[config.mk]
export PLATFORM = sky130hd
export DESIGN_NAME = cipher_job_regs
export DESIGN_NICKNAME = d
export VERILOG_FILES = /design/src/rtl/cipher_job_regs.sv
export SDC_FILE = /design/constraint.sdc
export NUM_CORES = 1
export LEC_CHECK = 0
export BUFFER_PORTS_ARGS = -buffer_cell sky130_fd_sc_hd__buf_4
export CELL_PAD_IN_SITES_DETAIL_PLACEMENT = 2
export CELL_PAD_IN_SITES_GLOBAL_PLACEMENT = 2
export CORE_MARGIN = 1.5
export CORE_UTILIZATION = 32
export DETAILED_ROUTE_END_ITERATION = 7
export PLACE_DENSITY_LB_ADDON = 0.3
export SYNTH_ARGS = -nofsm -noshare
export SYNTH_HDL_FRONTEND = slang
export SYNTH_SLANG_ARGS = --single-unit
[constraint.sdc]
create_clock -name clk -period 4.57 [get_ports clk]
set_input_delay 0.6855 -clock clk [delete_from_list [all_inputs] [get_ports clk]]
set_output_delay 0.6855 -clock clk [all_outputs]
set_load 0.02 [all_outputs]
[src/rtl/cipher_job_regs.sv]
module cipher_job_regs #(
  parameter int AW         = 8,
  parameter int MAX_LEN    = 16384,
  parameter int ALIGN_LOG2 = 4
) (
  input  logic          clk,
  input  logic          rst_n,
  input  logic          reg_wr,
  input  logic [AW-1:0] reg_addr,
  input  logic [31:0]   reg_wdata,
  output logic [31:0]   reg_rdata,
  output logic          eng_start,
  output logic [31:0]   eng_src,
  output logic [31:0]   eng_dst,
  output logic [31:0]   eng_len,
  output logic [127:0]  eng_key,
  output logic [127:0]  eng_iv,
  output logic          eng_encrypt,
  output logic          eng_cbc,
  output logic          eng_use_wkey,
  output logic          eng_dst_coh,
  output logic          eng_src_coh,
  input  logic          eng_done,
  input  logic          ext_done_b,
  input  logic          ext_done_store,
  output logic          irq
);

  localparam logic [AW-1:0] OFS_CTRL = AW'('h00);
  localparam logic [AW-1:0] OFS_INT  = AW'('h08);
  localparam logic [AW-1:0] OFS_SRC  = AW'('h10);
  localparam logic [AW-1:0] OFS_DST  = AW'('h14);
  localparam logic [AW-1:0] OFS_LEN  = AW'('h18);
  localparam logic [AW-1:0] OFS_KEY  = AW'('h30);
  localparam logic [AW-1:0] OFS_IV   = AW'('h40);
  localparam logic [31:0]   ALIGN_M  = (32'd1 << ALIGN_LOG2) - 32'd1;

  logic        busy, err;
  logic [4:0]  mode;
  logic [31:0] src, dst, len;
  logic [127:0] key, iv;
  logic [2:0]  idis, iflag;

  wire wr_ctrl  = reg_wr && reg_addr == OFS_CTRL;
  wire wr_int   = reg_wr && reg_addr == OFS_INT;
  wire req      = wr_ctrl && !busy && reg_wdata[0];
  wire params_ok = ((len & ALIGN_M) == 0) && len != 0 && len <= MAX_LEN &&
                   ((src & ALIGN_M) == 0) && ((dst & ALIGN_M) == 0);
  wire go       = req && params_ok;
  wire bad      = req && !params_ok;
  wire [2:0] ev = {ext_done_store, ext_done_b, busy && eng_done};

  always_ff @(posedge clk) begin
    if (!rst_n) begin
      busy <= 1'b0; err <= 1'b0; mode <= '0; eng_start <= 1'b0;
      src <= '0; dst <= '0; len <= '0; key <= '0; iv <= '0;
      idis <= '0; iflag <= '0;
    end else begin
      eng_start <= go;
      if (go) busy <= 1'b1;
      else if (busy && eng_done) busy <= 1'b0;
      if (wr_ctrl && !busy) mode <= reg_wdata[5:1];
      if (bad) err <= 1'b1;
      else if (go || (wr_ctrl && reg_wdata[6])) err <= 1'b0;
      if (reg_wr && !busy) begin
        if (reg_addr == OFS_SRC) src <= reg_wdata;
        if (reg_addr == OFS_DST) dst <= reg_wdata;
        if (reg_addr == OFS_LEN) len <= reg_wdata;
        for (int k = 0; k < 4; k++) begin
          if (reg_addr == OFS_KEY + AW'(4*k)) key[32*k +: 32] <= reg_wdata;
          if (reg_addr == OFS_IV  + AW'(4*k)) iv[32*k +: 32]  <= reg_wdata;
        end
      end
      if (wr_int) idis <= reg_wdata[2:0];
      iflag <= (iflag & ~(wr_int ? reg_wdata[18:16] : 3'b000)) | ev;
    end
  end

  always_comb begin
    reg_rdata = '0;
    case (reg_addr)
      OFS_CTRL: reg_rdata = {25'd0, err, mode, busy};
      OFS_INT:  reg_rdata = {13'd0, iflag, 13'd0, idis};
      OFS_SRC:  reg_rdata = src;
      OFS_DST:  reg_rdata = dst;
      OFS_LEN:  reg_rdata = len;
      default: begin
        for (int k = 0; k < 4; k++)
          if (reg_addr == OFS_IV + AW'(4*k)) reg_rdata = iv[32*k +: 32];
      end
    endcase
  end

  assign eng_src      = src;
  assign eng_dst      = dst;
  assign eng_len      = len;
  assign eng_key      = key;
  assign eng_iv       = iv;
  assign eng_encrypt  = mode[0];
  assign eng_use_wkey = mode[1];
  assign eng_dst_coh  = mode[2];
  assign eng_src_coh  = mode[3];
  assign eng_cbc      = mode[4];
  assign irq          = |(iflag & ~idis);

  AST_START_ONE_CYCLE: assert property (@(posedge clk) disable iff (!rst_n)
    eng_start |=> !eng_start);
  AST_START_BUSY: assert property (@(posedge clk) disable iff (!rst_n)
    eng_start |-> busy);
  AST_DONE_CLEARS: assert property (@(posedge clk) disable iff (!rst_n)
    (busy && eng_done) |=> (!busy && iflag[0]));
  AST_BAD_NO_START: assert property (@(posedge clk) disable iff (!rst_n)
    bad |=> (!busy && err && !eng_start));
  AST_LOCK_SRC: assert property (@(posedge clk) disable iff (!rst_n)
    (busy && reg_wr && reg_addr == OFS_SRC) |=> $stable(src));
  AST_CLEAR_ALL: assert property (@(posedge clk) disable iff (!rst_n)
    (wr_int && reg_wdata[18:16] == 3'b111 && reg_wdata[2:0] == 3'b111 && ev == 3'b000)
      |=> (!irq && iflag == 3'b000));

endmodule

Word-level counts from Yosys, hierarchy flattened
Cells that the tools add are included.
Storage, ports and cells
  bits in registers: 366
  logic and storage cells: 80
  output and inout port bits: 391
  input port bits: 46
Cells by class
  multiplexer cells: 10
  reduce and logical (&&, ||, !) cells: 35
  magnitude comparators: 1
  equality and inequality tests: 12
  bitwise logic cells: 5
Operators with widths (count)
  case mux 32 bit (5 select lines): 1
  two-way mux 32 bit: 4
  zero test 32 bit: 3
  == test 8 x 6 -> 1 bit (second input constant): 4
  == test 8 x 7 -> 1 bit (second input constant): 4
  <= comparator 32 x 15 -> 1 bit (second input constant): 1
  nonzero test 32 bit: 1
  == test 8 x 5 -> 1 bit (second input constant): 3
  AND reduction 2 bit: 11
  logical AND 1 bit: 13
  == test 8 x 4 -> 1 bit (second input constant): 1
  zero test 8 bit: 1
  AND 3 bit: 2
  inverter 3 bit: 2
  two-way mux 1 bit: 4
  nonzero test 2 bit: 2
  two-way mux 3 bit: 1
  OR 3 bit: 1
  OR reduction 3 bit: 1
  zero test 1 bit: 2
  logical OR 1 bit: 1

Logic depth before layout (Yosys ltp)
Gate-level depths: netlist of the first run.
  depth after elaboration: 9
  gate-level depth with buffers: 7
  mapped depth without buffers: 4

Worst setup path before layout of the first run
No wires, ideal clock.
  path type: in2out
  from: in reg_addr[4]
  to: out reg_rdata[5]
  buffers on the path: 3
  path slack: 1.667 ns
  stages: 6
  arrival: 2.218 ns
  required time: 3.885 ns
  path through: buf_4 nor4b_2 buf_2 nand2_1 clkbuf_1 o21ai_0
On the way
  cells in the longest elaborated chain, start to end: 6
  elaborated cells on any way between the ends: 14
  classes of those cells: eq/ne (8); mux (5); reduce/logical (1)
Ends and longest elaborated chain
  start, declared: line 9  | input logic [AW-1:0] reg_addr,
  == test 8 x 7 -> 1 bit: line 89  | if (reg_addr == OFS_IV + AW'(4*k)) reg_rdata = iv[32*k +: 32];
  two-way mux 32 bit (4 in series): line 89
  case mux 32 bit (5 select lines) (*): line 81  | case (reg_addr)
  end, declared: line 11  | output logic [31:0] reg_rdata,
Every way passes the cells marked *; elsewhere a longest branch is shown, timed or not.

Worst setup path in the final report of the first run
  from: in reg_addr[3]
  to: out reg_rdata[31]
Same word-level chain as after synthesis.

==> impl_metrics.csv, run 1 <==
group,metric,value,unit
worst_setup_path,worstPathCellList,"buf_4 > or4b_1 > nor2_1 > a2bb2oi_1 > o221ai_1 > buf_4",
die,start_util,32.32,%
worst_setup_path,cp_max_fo,37,
clocking,cts_tree,"built",
cells_and_area,layout_commonest_cell,"nand2_1",
die,die_y,219.4,um
synth,yosysWarnings,0,
pwr,vdd_ir_drop_max,0.3303,mV
pwr,combPwrFrac,4.8,%
synth,synthCells,1843,
global_routing,first_global_vias,16330,
global_routing,grt_first_pass_wirelength,108900,um
sta,skew,0.01884,ns
clocking,cts-htree-levels,2,
cells_and_area,final_cell_mix,"nand2_1, buf_4, dfxtp_1, a21oi_1, nor2_1",
pwr,leakagePower,8.536,nW
cells_and_area,area_delta_synth_final,32.91,%
synth,synth-adder-area-share,0,%
clocking,cts_resized,0,
synth,synthFlopType,"dfxtp_1",
synth,syn-num-nets,1889,
sta,period_share,81.59,%
worst_setup_path,cp_num_buf_inv,2,
place,post-dp-hpwl,53600,um
synth,synth_xor_area_share,0,%
place,port-buffer-count,436,
sta,setup_viol,0,
status,outcome,"finished, final reports clean",
worst_setup_path,crit_family,"simple AND/OR/NAND/NOR gates",
clocking,clk_pin_slew,0.06,ns
global_routing,overflow,0,
sta,final-hold-violation-count,0,
clocking,clock_latency,0.58,ns
synth,ys_seq_area_share,48.90,%
clocking,cts_setup_buffers,0,
worst_setup_path,cp_slowest_stage_delay,0.93,ns
sta,tightestPinTransition,1.071,ns
synth,synth_top_family_by_area,"simple AND/OR/NAND/NOR gates",
pwr,fin_total_pwr,6.968,mW
place,pre_cts_ws,0.9354,ns
cells_and_area,instances_no_fill,2820,
worst_setup_path,critPathRequiredTime,3.88,ns
synth,synth.area.mux_share,8.392,%
sta,fmax,268.2,MHz
clocking,cts_inserted_buffers,43,
detailed_routing,ant_nets,0,
synth,yosys_register_bits,366,
detailed_routing,drt_iter0_drc,814,
global_routing,grt_max_degree,168,
synth,synth-edff-count,0,
detailed_routing,firstDrtPassIters,5,
worst_setup_path,r2r_start,"busy$_SDFFE_PN0P_",
synth,synth_simple_gate_area_share,21.35,%
synth,synthArstFlopShare,0,%
place,dp.cells,2744,
sta,period_needed,3.729,ns
sta,fin_ws,0.8413,ns
clocking,cts_max_path_buffers,3,
synth,syn_area,14980,sq um
worst_setup_path,arrival,3.04,ns
die,die_x,219.4,um
detailed_routing,vias,15360,
job,max_cap_viol_count,0,
detailed_routing,wire_per_inst,26.93,um
die,num_rows,79,
hold_path,hold_class,"in -> reg",
die,die_area,48130,sq um
worst_setup_path,worstReg2RegEnd,"eng_dst[21]$_SDFFE_PN0P_",
cells_and_area,nets,2228,
die,core_area,46360,sq um
sta,setup_tns,0,ns
synth,yosys-top-cells-area,"dfxtp_1, nand2_1, a21oi_1, mux2i_1, nor2_1",
detailed_routing,drc_errors,0,
synth,synth_top_area_cell,"dfxtp_1",
hold_path,holdPathEnd,"iflag[2]$_SDFF_PN0_",
synth,synth_compound_area_share,16.10,%
synth,syn_avg_cell_area,8.130,sq um
synth,yosysTopAreaCellShare,48.90,%
global_routing,antenna_found_initial,1,
worst_setup_path,cp_slowest_cell,"or4b_1",
global_routing,track_usage,30.77,%
pwr,netSwitchingFraction,24.25,%
synth,netlist-cell-type-count,52,
pwr,internal-power,5.278,mW
clocking,postCtsHoldBufs,0,
sta,rsz0062_at_grt,"false",
die,io_pins,437,
clocking,cts_root_buffer,"clkbuf_16",
worst_setup_path,startpoint_type,"input pin",
sta,holdWs,0.3196,ns
pwr,p_clk_share,49.2,%
worst_setup_path,crit_top_cell,"buf_4",
pwr,pwr-share-seq,45.9,%
cells_and_area,layout-drive-gt1-share,25.05,%
worst_setup_path,rr_worst_depth,5,
clocking,cts_sinks,366,
sta,final-max-slew-violation-count,0,
worst_setup_path,crit_type,"in -> out",
place,globalplace.congestion,0.9311,
detailed_routing,viasPerCell,5.447,
worst_setup_path,worstSetupEndpointType,"output port",
pwr,cellPowerDensity,349.9,nW/um^2
worst_setup_path,reg2reg_slack,2.25,ns
sta,slew_headroom,28.61,%
hold_path,holdPathStages,2,
detailed_routing,wl,75930,um
hold_path,min-delay-start,"ext_done_store",
pwr,p_sw,1.689,mW
metal layers:
layer | wire, um | track usage [%]
met2 | 39620 | 56.44
met4 | 2972 | 12.83
met5 | 0 | 0
met1 | 28940 | 34.20
met3 | 4399 | 6.389
kinds of logic after synthesis:
kind of cell	after synthesis
buffers and inverters	182
muxes	118
DFF	366
and+or+nand+nor	777
AOI/OAI and AO/OA	400
worst max path at each step:
stage	startpoint	end	slack (ns)	cells past startpoint
after global routing	reg_addr[3]	reg_rdata[31]	0.79	6
after CTS	reg_addr[3]	reg_rdata[20]	0.91	6
after global placement	reg_addr[3]	reg_rdata[31]	0.98	6
final	reg_addr[3]	reg_rdata[31]	0.84	6
after floorplan	reg_addr[4]	reg_rdata[5]	1.67	6
after detailed placement	reg_addr[3]	reg_rdata[31]	0.94	6
metrics by stage:
step | area, sq um | utilization (%)
2_1_floorplan | 14980 | -
3_3_place_gp | 18560 | 40.03
3_5_place_dp | 18560 | 40.03
4_1_cts | 19910 | 42.95
5_1_grt | 19910 | 42.96
6_report | 19910 | 42.96
state kept, by name, summed over array words and instances, names as in the netlist:
name	count
idis	3
eng_start	1
eng_key	128
err	1
busy	1
iflag	3
eng_src	32
eng_dst	32
mode	5
eng_len	32
eng_iv	128
synthesized netlist by cell type (6+ instances only):
master     number
nand2_1       552
dfxtp_1       366
a21oi_1       269
nor2_1        147
clkbuf_1      119
mux2i_1       111
buf_2          44
a2bb2oi_1      43
a22oi_1        27
o221ai_1       21
nand3_1        16
nor4_1          9
o21ai_0         9
o2bb2ai_1       9
and4_1          8
and3_1          7
buf_4           7
and2_1          6
mux4_2          6
power by group through the flow:
stage | clock network [mW] | logic [mW] | registers (mW)
finish | 3.43 | 0.336 | 3.20
global route | 3.61 | 0.350 | 3.20
CTS | 3.48 | 0.335 | 3.20
detailed placement | 0 | 0.333 | 3.27
global placement | 0 | 0.327 | 3.27
floorplan | 0 | 0.177 | 3.27
area by class of cell:
| cell class | instances | area (sq um) |
|---|---|---|
| multi-input cells | 1295 | 6892 |
| flip-flops and latches | 366 | 7327 |
| clock inverters | 11 | 107.6 |
| diodes | 1 | 2.502 |
| repair buffers | 472 | 3556 |
| fillers | 5219 | 26440 |
| well taps | 607 | 759.5 |
| inverters | 4 | 22.52 |
| clock buffers | 64 | 1247 |
No activity file was read; power rests on OpenSTA's default activity.
==> run 2, diff against run 1 <==
--- a/config.mk
+++ b/config.mk
@@ -9,7 +9,7 @@
 export CELL_PAD_IN_SITES_DETAIL_PLACEMENT = 2
 export CELL_PAD_IN_SITES_GLOBAL_PLACEMENT = 2
 export CORE_MARGIN = 1.5
-export CORE_UTILIZATION = 32
+export CORE_UTILIZATION = 26
 export DETAILED_ROUTE_END_ITERATION = 7
 export PLACE_DENSITY_LB_ADDON = 0.3
 export SYNTH_ARGS = -nofsm -noshare
==> constraint.sdc (replaced) <==
create_clock -name clk -period 3.3 [get_ports clk]
set_input_delay 0.495 -clock clk [delete_from_list [all_inputs] [get_ports clk]]
set_output_delay 0.495 -clock clk [all_outputs]
set_load 0.02 [all_outputs]
==> run 2 against run 1 <==
- via count decreased by 0.34%
- design area grew 2.1%
- cell count rose by 5.8%
- sequential share of layout area is 0.76 points lower
- hold slack got worse by 0.18 ns
- die area is 23% higher
- combinational power rose by 41%
- count of clock-buffer cells in the layout rose by 5
- clock power grew 44%
- critical path depth did not move
==> impl_metrics.csv, run 2 (synthesis results as in run 1) <==
group,metric,value,unit
status,outcome,"finished, final reports clean",
global_routing,overflow,0,
pwr,pwr-share-seq,45.0,%
clocking,cts_root_buffer,"clkbuf_16",
clocking,cts_setup_buffers,0,
global_routing,track_usage,25.34,%
cells_and_area,layout-drive-gt1-share,25.64,%
sta,slew_headroom,20.98,%
global_routing,grt_max_degree,94,
worst_setup_path,worstSetupEndpointType,"output port",
worst_setup_path,rr_worst_depth,6,
place,place_area,18890,sq um
cells_and_area,area_delta_synth_final,35.72,%
worst_setup_path,worstPathCellList,"buf_4 > or4_1 > a211oi_2 > a221oi_1 > a31oi_1 > buf_4",
clocking,clk_pin_slew,0.06,ns
place,port-buffer-count,436,
pwr,cellPowerDensity,484.4,nW/um^2
sta,tightestPinTransition,1.174,ns
sta,setup_tns,0,ns
detailed_routing,viasPerCell,5.130,
cells_and_area,final_cell_mix,"nand2_1, buf_4, dfxtp_1, a21oi_1, nor2_1",
pwr,combPwrFrac,4.8,%
detailed_routing,ant_nets,0,
hold_path,hold_class,"in -> reg",
sta,final-max-slew-violation-count,0,
pwr,netSwitchingFraction,24.00,%
clocking,cts-htree-levels,2,
hold_path,holdPathStages,2,
worst_setup_path,crit_top_cell,"buf_4",
detailed_routing,vias,15310,
pwr,p_clk_share,50.2,%
die,die_x,243.1,um
clocking,clock_latency,0.57,ns
worst_setup_path,arrival,2.43,ns
detailed_routing,drt_iter0_drc,810,
clocking,cts_inserted_buffers,45,
detailed_routing,wire_per_inst,25.83,um
sta,skew,0.01013,ns
die,num_rows,87,
worst_setup_path,cp_max_fo,6,
die,die_area,59080,sq um
sta,setup_viol,0,
pwr,p_sw,2.364,mW
worst_setup_path,critPathRequiredTime,2.80,ns
clocking,cts_resized,0,
detailed_routing,wl,77090,um
worst_setup_path,startpoint_type,"input pin",
cells_and_area,fin_area,20330,sq um
pwr,leakagePower,8.653,nW
global_routing,first_global_vias,16220,
global_routing,grt_first_pass_wirelength,111400,um
clocking,postCtsHoldBufs,0,
pwr,vdd_ir_drop_max,0.2898,mV
sta,final-hold-violation-count,0,
detailed_routing,firstDrtPassIters,5,
clocking,cts_sinks,366,
sta,rsz0062_at_grt,"false",
worst_setup_path,cp_slowest_stage_delay,0.59,ns
global_routing,antenna_found_initial,1,
clocking,cts_tree,"built",
pwr,internal-power,7.486,mW
die,die_y,243.1,um
detailed_routing,drc_errors,0,
sta,period_share,88.59,%
worst_setup_path,crit_type,"in -> out",
job,max_cap_viol_count,0,
clocking,cts_max_path_buffers,3,
worst_setup_path,crit_family,"compound AO/OA/AOI/OAI gates",
worst_setup_path,cp_slowest_cell,"or4_1",
die,io_pins,437,
cells_and_area,layout_commonest_cell,"nand2_1",
worst_setup_path,cp_num_buf_inv,2,
cells_and_area,nets,2241,
die,core_area,56710,sq um
sta,fmax,342.1,MHz
die,start_util,26.42,%
worst_setup_path,cp.depth,6,
place,post-dp-hpwl,56910,um
sta,period_needed,2.924,ns
place,globalplace.congestion,0.8767,
[run 2: area by class of cell]
cell class / instances / area [sq um]
fillers: 6370 / 36380
diodes: 1 / 2.502
flip-flops and latches: 366 / 7327
clock inverters: 10 / 107.6
well taps: 756 / 945.9
inverters: 4 / 22.52
multi-input cells: 1295 / 6892
clock buffers: 69 / 1336
repair buffers: 483 / 3701
[run 2: final timing paths]
kind,start,end,slack [ns]
hold reg to reg,eng_key[21]$_SDFFE_PN0P_,eng_key[21]$_SDFFE_PN0P_,0.45
hold / removal,ext_done_b,iflag[1]$_SDFF_PN0_,0.14
setup reg to reg,busy$_SDFFE_PN0P_,eng_dst[25]$_SDFFE_PN0P_,1.12
setup / recovery,reg_addr[5],reg_rdata[16],0.38
[run 2: power by group through the flow]
| stage | combinational, mW | sequential (mW) | clock (mW) |
|---|---|---|---|
| 2_1_floorplan | 0.245 | 4.53 | 0 |
| 4_1_cts | 0.482 | 4.43 | 5.08 |
| 3_5_place_dp | 0.480 | 4.53 | 0 |
| 6_report | 0.475 | 4.43 | 4.94 |
| 3_3_place_gp | 0.472 | 4.53 | 0 |
| 5_1_grt | 0.501 | 4.43 | 5.25 |
[run 2: stage by stage]
step	instances	hold WS [ns]	utilization [%]	setup slack [ns]	total power [mW]
global route	2984	0.1129	35.86	0.3417	10.18
CTS	2983	0.1026	35.85	0.4191	9.999
floorplan	1843	0.4417	-	0.7778	4.779
global placement	2904	0.4443	33.30	0.4596	5.002
detailed placement	2904	0.4502	33.30	0.4132	5.010
finish	2984	0.1398	35.86	0.3765	9.850
[run 2: worst reg2reg max path, delay by kind of cell (launching register included)]
family,cells,cell delay [ns]
flops,1,0.36
mux,1,0.24
simple gates,3,0.81
buf+inv,2,0.66
[run 2: per-layer routing]
| layer | vias to the layer above | wire length (um) | global-route usage [%] |
|---|---|---|---|
| met3 | 118 | 4916 | 5.849 |
| li1 | 6936 | - | - |
| met5 | - | 0 | 0 |
| met4 | 0 | 2666 | 8.970 |
| met1 | 7783 | 30270 | 29.16 |
| met2 | 472 | 39230 | 45.59 |
==> run 3, diff against run 2 <==
--- a/config.mk
+++ b/config.mk
@@ -6,12 +6,13 @@
 export NUM_CORES = 1
 export LEC_CHECK = 0
 export BUFFER_PORTS_ARGS = -buffer_cell sky130_fd_sc_hd__buf_4
+export CAP_MARGIN = 30
 export CELL_PAD_IN_SITES_DETAIL_PLACEMENT = 2
 export CELL_PAD_IN_SITES_GLOBAL_PLACEMENT = 2
-export CORE_MARGIN = 1.5
 export CORE_UTILIZATION = 26
 export DETAILED_ROUTE_END_ITERATION = 7
 export PLACE_DENSITY_LB_ADDON = 0.3
+export SETUP_SLACK_MARGIN = 0.4
 export SYNTH_ARGS = -nofsm -noshare
 export SYNTH_HDL_FRONTEND = slang
 export SYNTH_SLANG_ARGS = --single-unit
==> run 3 against run 2 <==
- clock skew grew 0.0069 ns
- die area shrank 0.82%
- non-clock buffer count grew 1
- critical endpoint unchanged
==> impl_metrics.csv, run 3 (synthesis results as in run 1) <==
group,metric,value,unit
sta,period_share,87.05,%
pwr,vdd_ir_drop_max,0.3017,mV
sta,final-max-slew-violation-count,0,
clocking,postCtsHoldBufs,0,
clocking,cts_tree,"built",
job,max_cap_viol_count,0,
die,die_area,58590,sq um
cells_and_area,n_antenna_cell,0,
cells_and_area,area_delta_synth_final,36.38,%
worst_setup_path,worstSetupEndpointType,"output port",
sta,slew_headroom,29.17,%
detailed_routing,ant_nets,0,
pwr,cellPowerDensity,484.1,nW/um^2
global_routing,first_global_vias,16180,
clocking,cts-htree-levels,2,
clocking,cts_root_buffer,"clkbuf_16",
detailed_routing,firstDrtPassIters,5,
cells_and_area,layout_commonest_cell,"nand2_1",
sta,skew,0.01708,ns
die,core_area,56710,sq um
global_routing,grt_first_pass_wirelength,112500,um
cells_and_area,register_area,7327,sq um
sta,tightestPinTransition,1.053,ns
worst_setup_path,crit_top_cell,"buf_4",
place,post-dp-hpwl,57080,um
global_routing,track_usage,25.83,%
global_routing,overflow,0,
worst_setup_path,critPathRequiredTime,2.80,ns
cells_and_area,multiInputGateArea,6964,sq um
worst_setup_path,crit_type,"in -> out",
detailed_routing,vias,15380,
hold_path,hold_class,"in -> reg",
global_routing,grt_max_degree,116,
sta,setup_tns,0,ns
clocking,clock_latency,0.59,ns
worst_setup_path,cp_slowest_stage_delay,0.60,ns
detailed_routing,wire_per_inst,26.20,um
sta,rsz0062_at_grt,"true",
place,port-buffer-count,436,
die,start_util,26.42,%
die,num_rows,87,
global_routing,antenna_found_initial,2,
cells_and_area,final_cell_mix,"nand2_1, buf_4, dfxtp_1, a21oi_1, nor2_1",
detailed_routing,drc_errors,0,
cells_and_area,layout-drive-gt1-share,26.10,%
die,io_pins,437,
worst_setup_path,cp_slowest_cell,"or4_1",
worst_setup_path,arrival,2.38,ns
die,die_y,242.1,um
worst_setup_path,cp_max_fo,6,
detailed_routing,drt_iter0_drc,798,
sta,fmax,348.1,MHz
status,outcome,"finished, final reports clean",
sta,final-hold-violation-count,0,
clocking,cts_sinks,366,
place,globalplace.congestion,0.9191,
die,die_x,242.1,um
sta,holdWs,0.1272,ns
pwr,leakagePower,8.676,nW
clocking,cts_inserted_buffers,45,
clocking,clk_pin_slew,0.06,ns
worst_setup_path,startpoint_type,"input pin",
sta,period_needed,2.873,ns
worst_setup_path,worstPathCellList,"buf_4 > or4_1 > a211oi_4 > a221oi_1 > a31oi_2 > buf_4",
detailed_routing,wl,78140,um
cells_and_area,nets,2242,
detailed_routing,viasPerCell,5.157,
sta,setup_viol,0,
cells_and_area,fillers,6338,
clocking,cts_max_path_buffers,3,
## run 3: cell types whose count changed in the layout (fill, tap and decap cells not counted), moves of 3 or more
cell,previous run,this run
o221ai_2,0,4
clkbuf_8,12,6
buf_4,477,474
o221ai_1,21,17
clkinv_2,5,9
a2bb2oi_1,43,40
a2bb2oi_2,0,3
## run 3: layout make-up
| class | count | share of cell area, % |
|---|---|---|
| Clock inverter | 15 | 0.8205 |
| Multi-Input combinational cell | 1295 | 34.08 |
| Clock buffer | 62 | 6.221 |
| Sequential cell | 366 | 35.86 |
| Inverter | 4 | 0.1102 |
| Tap cell | 756 | 4.629 |
| Timing Repair Buffer | 484 | 18.28 |
## run 3: routing by layer
layer	vias up	GRT usage [%]	wire length (um)
li1	6906	-	-
met1	7874	30.17	31500
met2	467	46.57	39780
met3	130	5.063	4413
met4	2	9.214	2440
met5	-	0	7
## run 3: power by group
part / switching (mW) / internal, mW / total, mW
clock network: 2.06 / 2.92 / 4.98
registers: 0.00708 / 4.43 / 4.43
logic: 0.345 / 0.137 / 0.482
## run 3: through the flow
step | setup WS [ns] | instances | util, % | power (mW) | area [sq um]
floorplan | 0.7778 | 1843 | - | 4.779 | 14980
global placement | 0.3884 | 2904 | 33.35 | 4.997 | 18910
detailed placement | 0.2924 | 2904 | 33.35 | 5.008 | 18910
CTS | 0.4167 | 2981 | 35.94 | 10.00 | 20380
global route | 0.3807 | 2982 | 36.03 | 10.19 | 20430
finish | 0.4273 | 2982 | 36.03 | 9.892 | 20430
## run 3: worst paths after layout
| path | start | endpoint | slack (ns) | cells past startpoint |
|---|---|---|---|---|
| worst min register to register | eng_key[23]$_SDFFE_PN0P_ | eng_key[23]$_SDFFE_PN0P_ | 0.46 | 2 |
| worst min-delay path | ext_done_b | iflag[1]$_SDFF_PN0_ | 0.13 | 2 |
| worst max register to register | eng_src[3]$_SDFFE_PN0P_ | err$_SDFFE_PN0P_ | 1.15 | 4 |
| worst max-delay path | reg_addr[5] | reg_rdata[16] | 0.43 | 6 |
## run 3: what timing repair did
action	4_1_cts	5_1_grt
endpoints found under the setup margin	4	7
gates cloned	0	0
setup buffers	0	0
gates resized for setup	5	7
## run 3: worst max-delay path, delay by kind of cell
kind | cells | cell delay [ns]
AOI/OAI and AO/OA | 3 | 0.92
and+or+nand+nor | 1 | 0.60
buffers and inverters | 2 | 0.36
